File: config.mk
export PLATFORM = sky130hd
export DESIGN_NAME = pmp_reg_bank
export DESIGN_NICKNAME = d
export VERILOG_FILES = /design/src/rtl/pmp_bank_pkg.sv /design/src/rtl/pmp_cfg_slot.sv /design/src/rtl/pmp_addr_slot.sv /design/src/rtl/pmp_csr_rmux.sv /design/src/rtl/pmp_reg_bank.sv
export SDC_FILE = /design/constraint.sdc
export NUM_CORES = 1
export LEC_CHECK = 0
export ABC_AREA = 1
export BUFFER_PORTS_ARGS = -buffer_cell sky130_fd_sc_hd__buf_2
export CAP_MARGIN = 20
export CORE_MARGIN = 8
export CORE_UTILIZATION = 35
export DETAILED_ROUTE_END_ITERATION = 12
export GPL_ROUTABILITY_DRIVEN = 0
export PLACE_DENSITY = 0.68
export RECOVER_POWER = 50
export SLEW_MARGIN = 30
export SYNTH_ARGS = -nofsm -noshare
export SYNTH_HDL_FRONTEND = slang
export SYNTH_SLANG_ARGS = --single-unit
File: constraint.sdc
create_clock -name clk -period 2.5 [get_ports clk]
set_input_delay 0.5 -clock clk [delete_from_list [all_inputs] [get_ports clk]]
set_output_delay 0.5 -clock clk [all_outputs]
set_load 0.05 [all_outputs]
File: src/rtl/pmp_bank_pkg.sv
package pmp_bank_pkg;

    localparam int CFG_W      = 8;
    localparam int WORD_W     = 32;
    localparam int CSR_AW     = 7;
    localparam int PER_GROUP  = WORD_W / CFG_W;
    localparam logic [CFG_W-1:0] CFG_KEEP_MASK = 8'h9F;

    typedef enum logic [1:0] {
        MATCH_OFF   = 2'b00,
        MATCH_TOR   = 2'b01,
        MATCH_NA4   = 2'b10,
        MATCH_NAPOT = 2'b11
    } match_mode_e;

    typedef struct packed {
        logic        lock;
        logic [1:0]  rsvd;
        match_mode_e mode;
        logic        exec;
        logic        wr;
        logic        rd;
    } region_cfg_t;

    typedef struct packed {
        logic       addr_bank;
        logic [5:0] index;
    } csr_sel_t;

    function automatic region_cfg_t cfg_from_byte(input logic [CFG_W-1:0] b);
        return region_cfg_t'(b & CFG_KEEP_MASK);
    endfunction

    function automatic logic guards_lower(input logic lock, input match_mode_e mode);
        return lock && (mode == MATCH_TOR);
    endfunction

endpackage

File: src/rtl/pmp_cfg_slot.sv
module pmp_cfg_slot
    import pmp_bank_pkg::*;
(
    input  logic              clk,
    input  logic              rst,
    input  logic              grp_wr,
    input  logic [CFG_W-1:0]  wbyte,
    output region_cfg_t       cfg_q
);

    always_ff @(posedge clk) begin
        if (rst) begin
            cfg_q <= '0;
        end else if (grp_wr && !cfg_q.lock) begin
            cfg_q <= cfg_from_byte(wbyte);
        end
    end

    assert_cfg_lock_hold_R5: assert property (@(posedge clk) disable iff (rst)
        cfg_q.lock |=> $stable(cfg_q));

    assert_rsvd_zero_R4: assert property (@(posedge clk) disable iff (rst)
        cfg_q.rsvd == 2'b00);

    assert_cfg_reset_R9: assert property (@(posedge clk)
        rst |=> cfg_q == '0);

endmodule

File: src/rtl/pmp_addr_slot.sv
module pmp_addr_slot
    import pmp_bank_pkg::*;
(
    input  logic              clk,
    input  logic              rst,
    input  logic              wr_hit,
    input  logic [WORD_W-1:0] wdata,
    input  logic              self_lock,
    input  logic              next_lock,
    input  match_mode_e       next_mode,
    output logic [WORD_W-1:0] addr_q
);

    logic frozen;

    always_comb begin
        frozen = self_lock || guards_lower(next_lock, next_mode);
    end

    always_ff @(posedge clk) begin
        if (rst) begin
            addr_q <= '0;
        end else if (wr_hit && !frozen) begin
            addr_q <= wdata;
        end
    end

    assert_addr_lock_hold_R6: assert property (@(posedge clk) disable iff (rst)
        self_lock |=> $stable(addr_q));

    assert_tor_guard_R8: assert property (@(posedge clk) disable iff (rst)
        (next_lock && next_mode == MATCH_TOR) |=> $stable(addr_q));

    assert_addr_reset_R9: assert property (@(posedge clk)
        rst |=> addr_q == '0);

endmodule

File: src/rtl/pmp_csr_rmux.sv
module pmp_csr_rmux
    import pmp_bank_pkg::*;
#(
    parameter int N = 16
) (
    input  logic                clk,
    input  logic                rst,
    input  csr_sel_t            sel,
    input  logic [N*CFG_W-1:0]  cfg_flat,
    input  logic [N*WORD_W-1:0] addr_flat,
    output logic [WORD_W-1:0]   rdata
);

    always_comb begin
        rdata = '0;
        if (sel.addr_bank) begin
            if (int'(sel.index) < N) begin
                rdata = addr_flat[int'(sel.index)*WORD_W +: WORD_W];
            end
        end else begin
            for (int j = 0; j < PER_GROUP; j++) begin
                if (int'(sel.index)*PER_GROUP + j < N) begin
                    rdata[j*CFG_W +: CFG_W] =
                        cfg_flat[(int'(sel.index)*PER_GROUP + j)*CFG_W +: CFG_W];
                end
            end
        end
    end

    assert_unimpl_read_R11: assert property (@(posedge clk) disable iff (rst)
        (sel.addr_bank && int'(sel.index) >= N) |-> rdata == '0);

endmodule

File: src/rtl/pmp_reg_bank.sv
module pmp_reg_bank
    import pmp_bank_pkg::*;
#(
    parameter int NUM_REGIONS = 16
) (
    input  logic                          clk,
    input  logic                          rst,
    input  logic [6:0]                    csr_addr,
    input  logic [31:0]                   csr_wdata,
    input  logic                          csr_we,
    output logic [31:0]                   csr_rdata,
    output logic [NUM_REGIONS*8-1:0]      region_cfg,
    output logic [NUM_REGIONS*32-1:0]     region_addr
);

    localparam int NUM_GROUPS = (NUM_REGIONS + PER_GROUP - 1) / PER_GROUP;

    csr_sel_t    sel;
    region_cfg_t cfg_arr  [NUM_REGIONS];
    logic [WORD_W-1:0] addr_arr [NUM_REGIONS];

    always_comb begin
        sel = csr_sel_t'(csr_addr);
    end

    for (genvar i = 0; i < NUM_REGIONS; i++) begin : g_region
        logic        grp_wr;
        logic        addr_wr;
        logic        nxt_lock;
        match_mode_e nxt_mode;

        always_comb begin
            grp_wr  = csr_we && !sel.addr_bank && (sel.index == 6'(i / PER_GROUP));
            addr_wr = csr_we &&  sel.addr_bank && (sel.index == 6'(i));
        end

        if (i + 1 < NUM_REGIONS) begin : g_nbr
            always_comb begin
                nxt_lock = cfg_arr[i+1].lock;
                nxt_mode = cfg_arr[i+1].mode;
            end
        end else begin : g_top
            always_comb begin
                nxt_lock = 1'b0;
                nxt_mode = MATCH_OFF;
            end
        end

        pmp_cfg_slot u_cfg (
            .clk    (clk),
            .rst    (rst),
            .grp_wr (grp_wr),
            .wbyte  (csr_wdata[(i % PER_GROUP)*CFG_W +: CFG_W]),
            .cfg_q  (cfg_arr[i])
        );

        pmp_addr_slot u_addr (
            .clk       (clk),
            .rst       (rst),
            .wr_hit    (addr_wr),
            .wdata     (csr_wdata),
            .self_lock (cfg_arr[i].lock),
            .next_lock (nxt_lock),
            .next_mode (nxt_mode),
            .addr_q    (addr_arr[i])
        );

        assign region_cfg[i*CFG_W +: CFG_W]    = cfg_arr[i];
        assign region_addr[i*WORD_W +: WORD_W] = addr_arr[i];
    end

    pmp_csr_rmux #(.N(NUM_REGIONS)) u_rmux (
        .clk       (clk),
        .rst       (rst),
        .sel       (sel),
        .cfg_flat  (region_cfg),
        .addr_flat (region_addr),
        .rdata     (csr_rdata)
    );

    initial begin
        assert_param_range_R1: assert (NUM_REGIONS >= 1 && NUM_REGIONS <= 64 && NUM_GROUPS <= 16)
            else $error("NUM_REGIONS out of range");
    end

endmodule

==> run summary <==
The flow ran to the end, but the final reports show violations. The checks that failed: setup timing. The final clock period utilization by the worst path came out at 108%. The clock net in this run drives a total of 608 sinks.

The footprint of the flip-flops and latches came out at 0.0122 mm^2. The minimum clock period after layout is 2.71 ns. The number of endpoints with negative hold slack in the final report is 0. Pin placement for this block handled 714 I/O pins. The remaining number of nets flagged by the antenna check after routing is 0.

For this design the ratio of total power to cell area is 580 mW/mm^2. Setup repair after global routing could not meet its margin everywhere. STA classifies the critical path startpoint as an input pin. The floorplan step defined a die boundary enclosing 0.0883 mm^2. The reported max-cap violation count came out at 0. The detailed router used layers up to and including met5. Clock-pin slew was measured on the worst setup and hold paths at 0.06 ns. In the detailed route, the total length drawn on met3 is 24,100 um. The CTS tree is yes. The die is 297 um wide. The setup skew after layout is 0.0184 ns. The number of global-route vias before repair came out at 31,700. The die height came out at 297 um. The synthesized area per cell is 6.63 um^2. The library cell used most frequently in the layout, excluding fill and tap cells, is sky130_fd_sc_hd__nor2_1. The global route total overflow is 0.

The initial antenna violation count is 13. The average detailed-routed wire length per instance is 28.9 um. The H-tree depth came out at 3. The fraction of synthesized cell area taken by the top area cell type came out at 44.0%. The setup slack of the critical path after layout came out at -0.206 ns. Counting flops and latches in the post-synthesis netlist gives 608. The count of placed standard cells in the final layout, fillers left out came out at 6,059. The buffer type at the clock tree root is sky130_fd_sc_hd__clkbuf_16.

The warning count from the yosys run came out at 0. After the last flow step, the layout net total stands at 4,995. The slew at the pin closest to its max-slew limit is 1.15 ns. Buffers placed on the I/O ports in this run total 681. The number of remaining DRC errors came out at 0. The number of CTS-inserted buffers came out at 70. Entering global routing, the biggest net connects 109 pins. The worst slew margin relative to its limit is 23.1%. Detailed placement ended at an HPWL of 129,000 um. The upper clock frequency limit is 369 MHz. The multi-input logic area came out at 0.0146 mm^2. The leakage power figure came out at 0.0183 uW.

The ratio of cells with drive above 1 in the final layout came out at 29.3%. In the layout the commonest cells are sky130_fd_sc_hd__nor2_1 (853), sky130_fd_sc_hd__nand2_1 (691), sky130_fd_sc_hd__buf_2 (645), sky130_fd_sc_hd__dfxtp_1 (606), sky130_fd_sc_hd__nand3_1 (419). The required time of the critical path came out at 2.00 ns. The combined area of all synthesized cells is 0.0277 mm^2. The maximum ir drop on the vdd rail came out at 0.442 mV. After detailed placement, the design holds a cell count of 5,894. The number of different library cells used by synthesis comes to 28. The switching part of the total power came out at 27.2%.

The cell count after synthesis came out at 4,177. The count of pins over their slew limit is 0. The kind of path behind the tightest hold check is input pin to flip-flop.

The initial standard-cell utilization of the core is 35.2%. The maximum net fanout on the critical path is 14. The count of TritonRoute iterations in the first routing pass is 6. The later pin in the worst-skew pair is clocked with a latency of 0.63 ns. Wire segments on met2 add up to 73,400 um in the final route. The area growth from synthesis to layout came out at 39.9%. After routing the design area is 0.0387 mm^2. In the final routing, the length of wire on met1 measures 60,100 um.

The placement-stage cell area came out at 0.0346 mm^2. By area the synthesized netlist is led by sky130_fd_sc_hd__dfxtp_1 (44%), sky130_fd_sc_hd__nor2_1 (14%), sky130_fd_sc_hd__nand2_1 (11%). The share of total power in sequential cells is 43.5%.

Summed over all nets, the switching power comes to 6110 uW. The global-route usage over all layers came out at 37.0%. The internal power consumption came out at 16,300 uW. Setup violations remaining at the end of the flow were counted as 49. The via density per instance is 5.74. The total vias in the final route is 34,800. The core footprint is 0.0786 mm^2. The combinational share of power is 9.8%. The number of buffers on the longest clock path came out at 3.

The power share of the clock group came out at 46.7%. The first-iteration detailed-routing DRC count came out at 4,827. After synthesis, flip-flops and latches occupy 44.0% of the total area. The total wire length came out at 175,000 um. The global-route wire length before repair is 240,000 um. The largest total area in the synthesized netlist belongs to sky130_fd_sc_hd__dfxtp_1.

The type of the worst setup path is input pin to output port. STA classifies the critical path endpoint as an output port. The number of rows created at floorplan came out at 103. The endpoint arrival time on the critical path is 2.21 ns. The layout filler cell count is 7,730.
cell families after synthesis:
| kind of cell | synth area share [%] |
|---|---|
| buf+inv | 7.96 |
| simple gates | 33.5 |
| compound gates | 14.5 |
| flops | 44.0 |
| other cells | 0.0135 |
worst max-delay path, stage by stage:
cell	delay [ns]
sky130_fd_sc_hd__buf_16	0.15
sky130_fd_sc_hd__clkinv_8	0.07
sky130_fd_sc_hd__buf_6	0.14
sky130_fd_sc_hd__buf_12	0.16
sky130_fd_sc_hd__nand3_2	0.07
sky130_fd_sc_hd__nand2_2	0.07
sky130_fd_sc_hd__nor2_4	0.19
sky130_fd_sc_hd__nor2_2	0.05
sky130_fd_sc_hd__buf_4	0.15
sky130_fd_sc_hd__nor2_2	0.10
sky130_fd_sc_hd__nand2_2	0.08
sky130_fd_sc_hd__buf_12	0.14
sky130_fd_sc_hd__nand2_2	0.07
sky130_fd_sc_hd__nand2_2	0.08
sky130_fd_sc_hd__buf_12	0.16
stage by stage:
step                      setup slack, ns  hold WS (ns)  power (uW)  utilization [%]  setup TNS, ns
final                              -0.206         0.153       22400             49.3          -5.04
after global routing               -0.231         0.176       22800             49.2          -7.53
after CTS                          -0.220         0.125       22300             48.7          -4.99
after detailed placement           -0.538         0.460       11900             44.0         -32.37
after global placement             -0.557         0.457       11900             44.0         -29.81
after floorplan                   -0.0271         0.508       10900                -        -0.0271
layer usage:
layer  vias to the layer above  global-route usage [%]
met3                       810                    14.4
met4                        10                    27.2
met2                      2807                    56.1
li1                      15100                       -
met5                         -                       0
met1                     16100                    42.1
power by group through the flow:
stage / clock network [uW] / logic [uW] / registers, uW
after detailed placement: 0 / 1900 / 9980
final: 10500 / 2210 / 9760
after global placement: 0 / 1890 / 9970
after CTS: 10400 / 2090 / 9760
after floorplan: 0 / 826 / 10100
after global routing: 10800 / 2230 / 9760
synthesized netlist by cell type:
cell                         n
sky130_fd_sc_hd__a22o_1     16
sky130_fd_sc_hd__clkinv_1    5
sky130_fd_sc_hd__nand4_2     2
sky130_fd_sc_hd__inv_2      14
sky130_fd_sc_hd__nand3_1   421
sky130_fd_sc_hd__nor2_2     11
sky130_fd_sc_hd__dfxtp_1   608
sky130_fd_sc_hd__nor3_2      2
sky130_fd_sc_hd__buf_2      77
sky130_fd_sc_hd__nand3b_1    1
sky130_fd_sc_hd__and2_1      2
sky130_fd_sc_hd__conb_1      1
sky130_fd_sc_hd__o21ai_1    56
sky130_fd_sc_hd__a21oi_1   294
sky130_fd_sc_hd__buf_1      27
sky130_fd_sc_hd__nand2_1   817
sky130_fd_sc_hd__buf_4      61
sky130_fd_sc_hd__clkbuf_1  203
sky130_fd_sc_hd__o21ai_0   402
sky130_fd_sc_hd__o22ai_1    14
sky130_fd_sc_hd__nor3_4      2
sky130_fd_sc_hd__nor2_4      5
sky130_fd_sc_hd__nor2_1    997
sky130_fd_sc_hd__nand2_2     3
sky130_fd_sc_hd__nand4_1    16
sky130_fd_sc_hd__a31oi_2     2
sky130_fd_sc_hd__inv_1     113
sky130_fd_sc_hd__nor3_1      5
state kept, by name, indices dropped and copies added, names as in the netlist:
| signal | cells |
|---|---|
| g_region.u_addr.addr_q | 512 |
| g_region.u_cfg.cfg_q | 96 |
worst paths after layout:
path | from | to | slack, ns | depth (start not counted)
max | csr_addr[1] | csr_rdata[3] | -0.21 | 15
min | csr_wdata[3] | g_region[15].u_addr.addr_q[3] | 0.15 | 3
max reg2reg | g_region[11].u_cfg.cfg_q[7] | g_region[10].u_addr.addr_q[13] | 0.46 | 7
min reg2reg | g_region[7].u_cfg.cfg_q[1] | g_region[7].u_cfg.cfg_q[1] | 0.48 | 2
cell type report:
cell class | count | share of cell area [%]
Clock inverter | 17 | 0.423
Sequential cell | 608 | 31.4
Multi-Input combinational cell | 3100 | 37.6
Tap cell | 1050 | 3.39
Clock buffer | 105 | 5.41
Antenna cell | 6 | 0.0388
Timing Repair Buffer | 1041 | 20.3
Inverter | 132 | 1.40
what timing repair did:
item,in CTS,in global routing
setup buffers,23,14
hold buffers,0,0
pin swaps,78,95
cloned,12,3
resized for setup,287,175
endpoints found under the setup margin,32,32
(Power assumes the default switching activity.)
